==> src/rtl/regbank_pkg.sv <==
package regbank_pkg;

  // Strobe bundle carried through the synchronizer as one vector.
  typedef struct packed {
    logic ale;
    logic cs_n;
    logic rd_n;
    logic wr_n;
  } strobe_t;

  localparam int STROBE_W = $bits(strobe_t);

  // Idle levels of the strobes: latch closed, select and strobes inactive.
  localparam strobe_t STROBE_IDLE = '{ale: 1'b0, cs_n: 1'b1, rd_n: 1'b1, wr_n: 1'b1};

endpackage

==> src/rtl/bus_sync.sv <==
module bus_sync #(
  parameter int               WIDTH   = 4,
  parameter int               STAGES  = 2,
  parameter logic [WIDTH-1:0] RST_VAL = '0
) (
  input  logic             clk,
  input  logic             rst_n,
  input  logic [WIDTH-1:0] d,
  output logic [WIDTH-1:0] q
);

  logic [WIDTH-1:0] stg [STAGES];

  for (genvar s = 0; s < STAGES; s++) begin : g_stage
    if (s == 0) begin : g_first
      always_ff @(posedge clk or negedge rst_n) begin
        if (!rst_n) stg[0] <= RST_VAL;
        else        stg[0] <= d;
      end
    end else begin : g_next
      always_ff @(posedge clk or negedge rst_n) begin
        if (!rst_n) stg[s] <= RST_VAL;
        else        stg[s] <= stg[s-1];
      end
    end
  end

  assign q = stg[STAGES-1];

endmodule

==> src/rtl/addr_latch.sv <==
module addr_latch #(
  parameter int ADDR_W = 4
) (
  input  logic              clk,
  input  logic              rst_n,
  input  logic              ale_s,
  input  logic              bus_mux,
  input  logic [ADDR_W-1:0] mux_addr,
  input  logic              mux_flag,
  input  logic [ADDR_W-1:0] sep_addr,
  output logic [ADDR_W-1:0] addr_q,
  output logic              flag_q
);

  logic [ADDR_W-1:0] addr_src;

  assign addr_src = bus_mux ? mux_addr : sep_addr;

  always_ff @(posedge clk or negedge rst_n) begin
    if (!rst_n) begin
      addr_q <= '0;
      flag_q <= 1'b0;
    end else if (ale_s) begin
      addr_q <= addr_src;
      flag_q <= bus_mux & mux_flag;
    end
  end

  // with the latch closed the captured address stays put
  a_r6_addr_hold: assert property (@(posedge clk) disable iff (!rst_n)
    !ale_s |=> $stable(addr_q));

  // the flag is only ever taken from a multiplexed address phase
  a_r7_flag_sep: assert property (@(posedge clk) disable iff (!rst_n)
    (ale_s && !bus_mux) |=> !flag_q);

endmodule

==> src/rtl/bank_decode.sv <==
module bank_decode #(
  parameter int ADDR_W    = 4,
  parameter int ALT_FIRST = 11,
  parameter int ALT_COUNT = 3,
  parameter int IDX_W     = 5
) (
  input  logic [ADDR_W-1:0] log_addr,
  input  logic              alt,
  output logic [IDX_W-1:0]  phys_idx
);

  localparam int ALT_BASE = 2 ** ADDR_W;

  if (ALT_COUNT == 0) begin : g_flat
    logic unused_alt;
    assign unused_alt = alt;
    assign phys_idx   = IDX_W'(log_addr);
  end else begin : g_banked
    logic in_win;
    assign in_win   = (int'(log_addr) >= ALT_FIRST) &&
                      (int'(log_addr) <  ALT_FIRST + ALT_COUNT);
    assign phys_idx = (alt && in_win)
                    ? IDX_W'(ALT_BASE + int'(log_addr) - ALT_FIRST)
                    : IDX_W'(log_addr);
  end

endmodule

==> src/rtl/reg_file.sv <==
module reg_file #(
  parameter int DATA_W  = 8,
  parameter int NREG    = 19,
  parameter int IDX_W   = 5,
  parameter int ALT_BIT = 4
) (
  input  logic              clk,
  input  logic              rst_n,
  input  logic              wr_en,
  input  logic [IDX_W-1:0]  wr_idx,
  input  logic [DATA_W-1:0] wr_data,
  input  logic [IDX_W-1:0]  rd_idx,
  output logic [DATA_W-1:0] rd_data,
  output logic              alt_bit
);

  logic [DATA_W-1:0] regs [NREG];

  always_ff @(posedge clk or negedge rst_n) begin
    if (!rst_n) begin
      for (int i = 0; i < NREG; i++) regs[i] <= '0;
    end else if (wr_en) begin
      for (int i = 0; i < NREG; i++) begin
        if (wr_idx == IDX_W'(i)) regs[i] <= wr_data;
      end
    end
  end

  always_comb begin
    rd_data = '0;
    for (int i = 0; i < NREG; i++) begin
      if (rd_idx == IDX_W'(i)) rd_data = regs[i];
    end
  end

  assign alt_bit = regs[0][ALT_BIT];

  // a committed byte is what the same index reads next cycle
  a_r2_commit_lands: assert property (@(posedge clk) disable iff (!rst_n)
    (wr_en && rd_idx == wr_idx) |=> (rd_data == $past(wr_data) || rd_idx != $past(wr_idx)));

endmodule

==> src/rtl/hostbus_regbank.sv <==
module hostbus_regbank #(
  parameter int DATA_W      = 8,
  parameter int ADDR_W      = 4,
  parameter int SYNC_STAGES = 2,
  parameter int ALT_FIRST   = 11,
  parameter int ALT_COUNT   = 3,
  parameter int ALT_BIT     = 4,
  parameter int FLAG_LINE   = 6,
  parameter int IDX_W       = $clog2(2 ** ADDR_W + ALT_COUNT)
) (
  input  logic              clk,
  input  logic              rst_n,
  input  logic              bus_mux,
  input  logic              cs_n,
  input  logic              rd_n,
  input  logic              wr_n,
  input  logic              ale,
  input  logic [ADDR_W-1:0] addr_in,
  input  logic [DATA_W-1:0] ad_in,
  output logic [DATA_W-1:0] rd_data,
  output logic              drive_en,
  output logic              rd_pulse,
  output logic [IDX_W-1:0]  rd_index,
  output logic              alt_sel,
  output logic              mode_flag
);

  import regbank_pkg::*;

  localparam int NREG = 2 ** ADDR_W + ALT_COUNT;

  strobe_t          strb_raw, strb_s;
  logic             rd_n_d, wr_n_d;
  logic             cs_act, rd_act;
  logic             wr_seen_q, wr_commit;
  logic [DATA_W-1:0] wdata_q;
  logic [ADDR_W-1:0] addr_q;
  logic [IDX_W-1:0]  phys_idx;

  assign strb_raw = '{ale: ale, cs_n: cs_n, rd_n: rd_n, wr_n: wr_n};

  bus_sync #(
    .WIDTH  (STROBE_W),
    .STAGES (SYNC_STAGES),
    .RST_VAL(STROBE_IDLE)
  ) u_sync (
    .clk  (clk),
    .rst_n(rst_n),
    .d    (strb_raw),
    .q    (strb_s)
  );

  addr_latch #(.ADDR_W(ADDR_W)) u_latch (
    .clk     (clk),
    .rst_n   (rst_n),
    .ale_s   (strb_s.ale),
    .bus_mux (bus_mux),
    .mux_addr(ad_in[ADDR_W-1:0]),
    .mux_flag(ad_in[FLAG_LINE]),
    .sep_addr(addr_in),
    .addr_q  (addr_q),
    .flag_q  (mode_flag)
  );

  bank_decode #(
    .ADDR_W   (ADDR_W),
    .ALT_FIRST(ALT_FIRST),
    .ALT_COUNT(ALT_COUNT),
    .IDX_W    (IDX_W)
  ) u_decode (
    .log_addr(addr_q),
    .alt     (alt_sel),
    .phys_idx(phys_idx)
  );

  // Strobe edge history and write data capture.
  always_ff @(posedge clk or negedge rst_n) begin
    if (!rst_n) begin
      rd_n_d    <= 1'b1;
      wr_n_d    <= 1'b1;
      wr_seen_q <= 1'b0;
      wdata_q   <= '0;
    end else begin
      rd_n_d    <= strb_s.rd_n;
      wr_n_d    <= strb_s.wr_n;
      wr_seen_q <= cs_act && !strb_s.wr_n;
      if (cs_act && !strb_s.wr_n) wdata_q <= ad_in;
    end
  end

  assign cs_act    = !strb_s.cs_n;
  assign rd_act    = cs_act && !strb_s.rd_n;
  assign wr_commit = strb_s.wr_n && !wr_n_d && wr_seen_q;
  assign rd_pulse  = rd_act && rd_n_d;
  assign drive_en  = rd_act;
  assign rd_index  = phys_idx;

  reg_file #(
    .DATA_W (DATA_W),
    .NREG   (NREG),
    .IDX_W  (IDX_W),
    .ALT_BIT(ALT_BIT)
  ) u_regs (
    .clk    (clk),
    .rst_n  (rst_n),
    .wr_en  (wr_commit),
    .wr_idx (phys_idx),
    .wr_data(wdata_q),
    .rd_idx (phys_idx),
    .rd_data(rd_data),
    .alt_bit(alt_sel)
  );

  // a read pulse never lasts more than one cycle
  a_r9_single_pulse: assert property (@(posedge clk) disable iff (!rst_n)
    rd_pulse |=> !rd_pulse);

  // a read pulse only occurs inside an output-enabled read
  a_r8_pulse_in_read: assert property (@(posedge clk) disable iff (!rst_n)
    rd_pulse |-> drive_en);

  // address 0 is never redirected
  a_r5_zero_fixed: assert property (@(posedge clk) disable iff (!rst_n)
    (addr_q == '0) |-> (rd_index == '0));

  // an index past the foreground range needs the alternate bank
  a_r3_alt_needs_sel: assert property (@(posedge clk) disable iff (!rst_n)
    (int'(rd_index) >= 2 ** ADDR_W) |-> alt_sel);

  // with the bank bit clear the index equals the address
  a_r4_fg_identity: assert property (@(posedge clk) disable iff (!rst_n)
    !alt_sel |-> (rd_index == IDX_W'(addr_q)));

endmodule

==> config.mk <==
export PLATFORM = sky130hd
export DESIGN_NAME = hostbus_regbank
export DESIGN_NICKNAME = d
export VERILOG_FILES = /design/src/rtl/regbank_pkg.sv /design/src/rtl/bus_sync.sv /design/src/rtl/addr_latch.sv /design/src/rtl/bank_decode.sv /design/src/rtl/reg_file.sv /design/src/rtl/hostbus_regbank.sv
export SDC_FILE = /design/constraint.sdc
export NUM_CORES = 1
export LEC_CHECK = 0
export BUFFER_PORTS_ARGS = -buffer_cell sky130_fd_sc_hd__buf_4
export CORE_MARGIN = 3
export CORE_UTILIZATION = 45
export CTS_BUF_LIST = sky130_fd_sc_hd__clkbuf_8
export DETAILED_ROUTE_END_ITERATION = 10
export GPL_TIMING_DRIVEN = 0
export PLACE_DENSITY = 0.69
export SLEW_MARGIN = 10
export SYNTH_ARGS = -nofsm -noshare
export SYNTH_HDL_FRONTEND = slang
export SYNTH_SLANG_ARGS = --single-unit
==> constraint.sdc <==
create_clock -name clk -period 3.03 [get_ports clk]
set_input_delay 0.4545 -clock clk [delete_from_list [all_inputs] [get_ports clk]]
set_output_delay 0.4545 -clock clk [all_outputs]
set_load 0.02 [all_outputs]
; Yosys cells after proc, flatten, opt, wreduce, memory -nomap -nowiden
; Cells that the tools add are included.
[classes]
add_sub_neg = 2
n_lt_le_gt_ge = 2
eq_ne = 18
muxes = 21
bitwise_logic = 1
reduce_logical = 31
[ops]
columns = operator, count
row1 = 8-bit 2-to-1 mux, 19
row2 = 5-bit by 4-bit equality test with 1-bit output (second input constant), 8
row3 = 2-bit AND reduction, 19
row4 = 5-bit by 3-bit equality test with 1-bit output (second input constant), 4
row5 = 5-bit equality test (second input constant), 3
row6 = 5-bit by 2-bit equality test with 1-bit output (second input constant), 2
row7 = 1-bit logical AND, 7
row8 = 5-bit by 4-bit adder with 5-bit output (first input constant), 1
row9 = 5-bit by 1-bit equality test with 1-bit output (second input constant), 1
row10 = 5-bit logical NOT, 1
row11 = 5-bit 2-to-1 mux, 1
row12 = 5-bit subtractor (second input constant), 1
row13 = 4-bit >= comparator (second input constant), 1
row14 = 1-bit logical NOT, 4
row15 = 4-bit < comparator (second input constant), 1
row16 = 4-bit 2-to-1 mux, 1
row17 = 1-bit AND, 1
[totals]
regBits = 176
inputBits = 19
output_inout_bits = 17
word_cells = 102

; Logic depth before layout (Yosys ltp)
[depth]
depth_word = 24
mapped_depth = 9
mapped_depth_nobuf = 7

; Modules after synthesis
; Synthesis repeated with hierarchy kept, for this count alone.
[unflattened]
cells_unflattened = 726
area_unflattened_um2 = 8557.0
[by_module_without_submodules]
columns = mod, n_inst, cells_per_inst, area_each_um2, seq_area_each_um2
row1 = reg_file, 1, 653, 7569.8, 3803.6
row2 = hostbus_regbank, 1, 24, 396.6, 277.8
row3 = bus_sync, 1, 12, 237.7, 207.7
row4 = addr_latch, 1, 22, 230.2, 125.1
row5 = bank_decode, 1, 15, 122.6, 0.0

; Worst setup path before layout
; No wires, ideal clock.
[synth_timing]
path_type = reg-to-output
from = register u_latch.addr_q[1]
to = output rd_data[4]
t_arrival_ps = 2426
t_required_ps = 2575
setup_slack_ps = 149
path_stages_with_launch = 8
n_path_buf = 0
path_cell_list = dfrtp_1 ha_1 nor2_1 nor3b_2 mux2_2 a311o_1 o2111ai_1 a32o_1
[synth_between]
elab_chain_len = 24
elab_cells_between_ends = 45
cone_classes = add/sub (2) / order compare (2) / eq/ne (18) / mux (20) / reduce/logical (3)
[synth_lines]
columns = element, line
row1 = "start, declared", addr_latch.sv:11  ; output logic [ADDR_W-1:0] addr_q,
row2 = "start signal, assigned", addr_latch.sv:24  ; addr_q <= addr_src;
row3 = "parallel branches: the longest is 3 deep, another holds 5-bit by 4-bit adder with 5-bit output", --
row4 = 5-bit 2-to-1 mux (*), bank_decode.sv:23  ; ? IDX_W'(ALT_BASE + int'(log_addr) - ALT_FIRST)
row5 = named net rd_index[4], hostbus_regbank.sv:23  ; output logic [IDX_W-1:0] rd_index,
row6 = 5-bit logical NOT, reg_file.sv:32  ; if (rd_idx == IDX_W'(i)) rd_data = regs[i];
row7 = 8-bit 2-to-1 mux (18 in a row), reg_file.sv:32
row8 = 8-bit 2-to-1 mux (*), reg_file.sv:32
row9 = "end, declared", hostbus_regbank.sv:20  ; output logic [DATA_W-1:0] rd_data,
; Mark *: on every way through the listed nets, which the timed path passes.

; Worst setup path in the final report
[layout_timing]
from = register u_latch.addr_q[3]
to = output rd_data[7]
[layout_between]
elab_chain_len = 24
elab_cells_between_ends = 45
cone_classes = add/sub (2) / order compare (2) / eq/ne (18) / mux (20) / reduce/logical (3)
[layout_lines]
columns = element, line
row1 = "parallel branches: the longest is 3 deep, another holds 5-bit by 4-bit adder with 5-bit output", --
row2 = 5-bit 2-to-1 mux (*), bank_decode.sv:23
row3 = 5-bit logical NOT, reg_file.sv:32
row4 = 8-bit 2-to-1 mux (18 in a row), reg_file.sv:32
row5 = 8-bit 2-to-1 mux (*), reg_file.sv:32
; Mark *: on every way between the ends.

==> impl_metrics.toml <==
[status]
outcome = "complete, but fails checks"
violations = "setup timing"

[hold_path]
min_path_type = "in -> reg"

[placed_design]
portBuffers = 34
gp_congestion = 0.9513
place_ws_ps = -243.9
dp_hpwl_mm = 17.45
place_inst = 940

[global_routing]
grt_pass1_vias = 6533
antenna_found_initial = 0
gr-usage-all-layers_pct = 25.65
grt_pass1_wl_mm = 39.30
gr-total-overflow = 0
grt_max_degree = 115

[setup_path]
cp_slowest_stage_delay_ps = 430
required_ps = 2580
crit_fanout = 10
cpMaxStageDelayCell = "dfrtp_1"
cp_cell_sequence = "buf_6 > nand2_2 > nor3b_4 > xnor2_2 > mux2_4 > o211ai_1 > a22oi_2 > buf_6"
crit_type = "reg -> out"
crit_top_cell = "buf_6"
cp.arrival_ps = 2770
cp-end-kind = "output port"
start_kind = "register"

[drt]
num_vias = 6262
firstDrtPassIters = 5
via_per_inst = 6.351
wl_per_cell_um = 25.79
first_iter_violations = 627
drcViolationCount = 0
ant_nets = 0
finalWirelength_mm = 25.43

[cells_and_area]
n_antenna_cell = 0
syn_to_final_growth_pct = 19.08
final_common_cell = "dfrtp_1"
fin_cells = 986
layout-drive-gt1-share_pct = 48.48
mostFrequentLayoutCells = "164 x dfrtp_1, 162 x mux2_2, 53 x buf_4"
num-nets-final = 765

[synthesis]
netlist_instances = 676
synth_top_family_by_area = "multiplexers"
syn-cell-area_mm2 = 0.008501
ys_ff_latch = 176
synthMuxAreaShare_pct = 25.71
synth_xor_area_share_pct = 0.1030
yosysUniqueCellTypes = 72
yosys_warnings = 0
synth-compound-area-share_pct = 10.08
synthArstFlopShare_pct = 100.0
avgSynthCellArea_um2 = 12.57
synthAdderAreaFrac_pct = 0.1472
yosys.area_share.simple_pct = 8.964
synth_flop_cell = "dfrtp_1"
syn-num-nets = 696
synth_edf_count = 0
ys_seq_area_share_pct = 51.93

[clocking]
cts_buffers = 17
cts_sinks = 176
h-tree-depth = 4
clockRootBuffer = "clkbuf_8"
insertion_delay_ps = 480
clk_pin_slew_ps = 90
cts_tree = "done"
cts_max_path_buffers = 2

[power_and_ir_drop]
power_density_mw_per_mm2 = 575.3
switchingPower_uw = 1816
p_leak_uw = 0.004630
cellInternalPower_uw = 4007
p_sw_share_pct = 31.19
seqPwrFrac_pct = 47.5
pwr-share-comb_pct = 22.4
peakVddDrop_v = 0.0003019
clockPowerShare_pct = 30.0

[floorplan]
die_w_um = 143.4
core_mm2 = 0.01827
ios = 36
start_util_pct = 46.53
die-area_mm2 = 0.02058
die_h_um = 143.4
rows = 49

[timing]
fin_ws_ps = -199.2
finalMaxSlewViolations = 0
post-route-period-util_pct = 106.6
fin_skew_ps = 9.321
worst_pin_slew_ps = 992.9
finalSetupViolations = 8
finalCriticalPeriod_ps = 3229
fmax_mhz = 309.7
rsz0062_at_grt = "true"
hold_viol = 0
slew-limit-headroom_pct = 33.45

[run]
cap_violations = 0
## worst max-delay path, delay by kind of cell, from the launching register on
| kind | cells | cell delay, ps |
|---|---|---|
| xor gates and xnor gates | 1 | 170 |
| and+or+nand+nor | 2 | 470 |
| muxes | 1 | 320 |
| AOI/OAI and AO/OA | 2 | 550 |
| buffers and inverters | 2 | 350 |
| DFF | 1 | 430 |
## per-stage QoR
stage / cell area [µm²] / setup TNS (ps) / hold WS [ps] / util (%) / total power [µW]
after floorplan: 8501 / 0 / 158.9 / - / 3451
after global placement: 9042 / -886.5 / 332.5 / 49.49 / 3868
after detailed placement: 9077 / -943.1 / 349.2 / 49.69 / 3919
after CTS: 9955 / -1346 / 51.22 / 54.49 / 5779
after global routing: 10120 / -1593 / 49.15 / 55.40 / 6048
final: 10120 / -1044 / 76.19 / 55.40 / 5823
## layout make-up
class	instances	area, µm²
sequential	176	4419
multi-input combinational	444	4168
inverter	5	23.77
buffer	48	354.1
clock buffer	18	247.7
tap	229	286.5
timing repair buffer	53	447.9
clock inverter	13	175.2
fill	1525	8148
## registers in the layout, summed over array words and instances (netlist names), 4 cells and up
name and flops:
u_latch.addr_q 4, u_regs.regs 151, u_sync.q 4, u_sync.stg 4, wdata_q 8
## timing repair
action / CTS / global route
pin swaps: 21 / 10
endpoints found under the setup margin: 8 / 8
hold buffers: 1 / 0
resized for setup: 88 / 42
hold endpoints to repair: 55 / 0
gates cloned: 0 / 0
buffers inserted: 14 / 3
## power by group through the flow
| stage | clock network [µW] | logic, µW | registers [µW] |
|---|---|---|---|
| final | 1750 | 1310 | 2770 |
| after global routing | 1870 | 1380 | 2790 |
| after CTS | 1770 | 1250 | 2760 |
| after detailed placement | 0 | 1130 | 2790 |
| after global placement | 0 | 1090 | 2780 |
| after floorplan | 0 | 708 | 2740 |
## Yosys cell counts (2+ instances only)
library cell | number | area share, %
a211oi_1 | 3 | 0.26
a21oi_1 | 19 | 1.1
a221o_1 | 6 | 0.71
a221oi_1 | 3 | 0.31
a22o_1 | 2 | 0.21
a22oi_1 | 10 | 0.88
a311o_1 | 2 | 0.24
a31oi_1 | 7 | 0.52
a32o_1 | 5 | 0.59
and2_1 | 4 | 0.29
and3_1 | 3 | 0.22
and3b_1 | 2 | 0.21
and4_1 | 5 | 0.52
buf_1 | 9 | 0.40
buf_2 | 16 | 0.94
buf_4 | 6 | 0.53
clkbuf_1 | 19 | 0.84
dfrtp_1 | 168 | 49
dfstp_2 | 8 | 2.5
inv_1 | 4 | 0.18
mux2_2 | 163 | 22
mux2_4 | 8 | 1.4
mux2i_1 | 23 | 2.7
nand2_1 | 34 | 1.5
nand2b_1 | 5 | 0.37
nand3_1 | 10 | 0.59
nand3b_1 | 2 | 0.18
nand4_1 | 8 | 0.59
nor2_1 | 26 | 1.1
nor2_2 | 4 | 0.29
nor2b_1 | 5 | 0.37
nor3_1 | 8 | 0.47
nor3_2 | 2 | 0.24
nor3b_1 | 3 | 0.26
nor4_4 | 2 | 0.50
o2111ai_1 | 4 | 0.41
o211ai_1 | 4 | 0.35
o21ai_0 | 17 | 1.0
o221ai_1 | 5 | 0.52
o22ai_1 | 8 | 0.59
o32ai_1 | 3 | 0.31
## logic make-up (layout without fill, tap and decap cells)
group	after synthesis	in the layout
buffers and inverters	56	137
flip-flops	176	176
AO/OA/AOI/OAI	114	114
adder cells (fa/ha/maj)	1	1
XOR/XNOR	1	1
AND/OR/NAND/NOR	134	134
multiplexers	194	194
## metal layers
layer,global-route usage (%),up-vias,part of all wire [%]
li1,-,2654,-
met1,34.72,3252,42
met2,40.59,291,48
met3,5.990,65,6.9
met4,9.316,0,3.3
met5,0,-,0
## worst paths after layout
check | end | slack [ps] | depth (start not counted) | start
setup / recovery | rd_data[7] | -200 | 8 | u_latch.addr_q[3]$_DFFE_PN0P_
hold / removal | u_sync.stg[5]$_DFF_PN1_ | 80 | 1 | rd_n
setup reg to reg | u_regs.regs[101]$_DFFE_PN0P_ | 400 | 5 | wr_n_d$_DFF_PN1_
hold reg to reg | u_sync.q[0]$_DFF_PN1_ | 360 | 0 | u_sync.stg[4]$_DFF_PN1_
max in group asynchronous | u_regs.regs[91]$_DFFE_PN0P_ | 1620 | 3 | rst_n
min in group asynchronous | u_regs.regs[139]$_DFFE_PN0P_ | 500 | 2 | rst_n
Note: power is estimated with default switching activity, not from simulation.
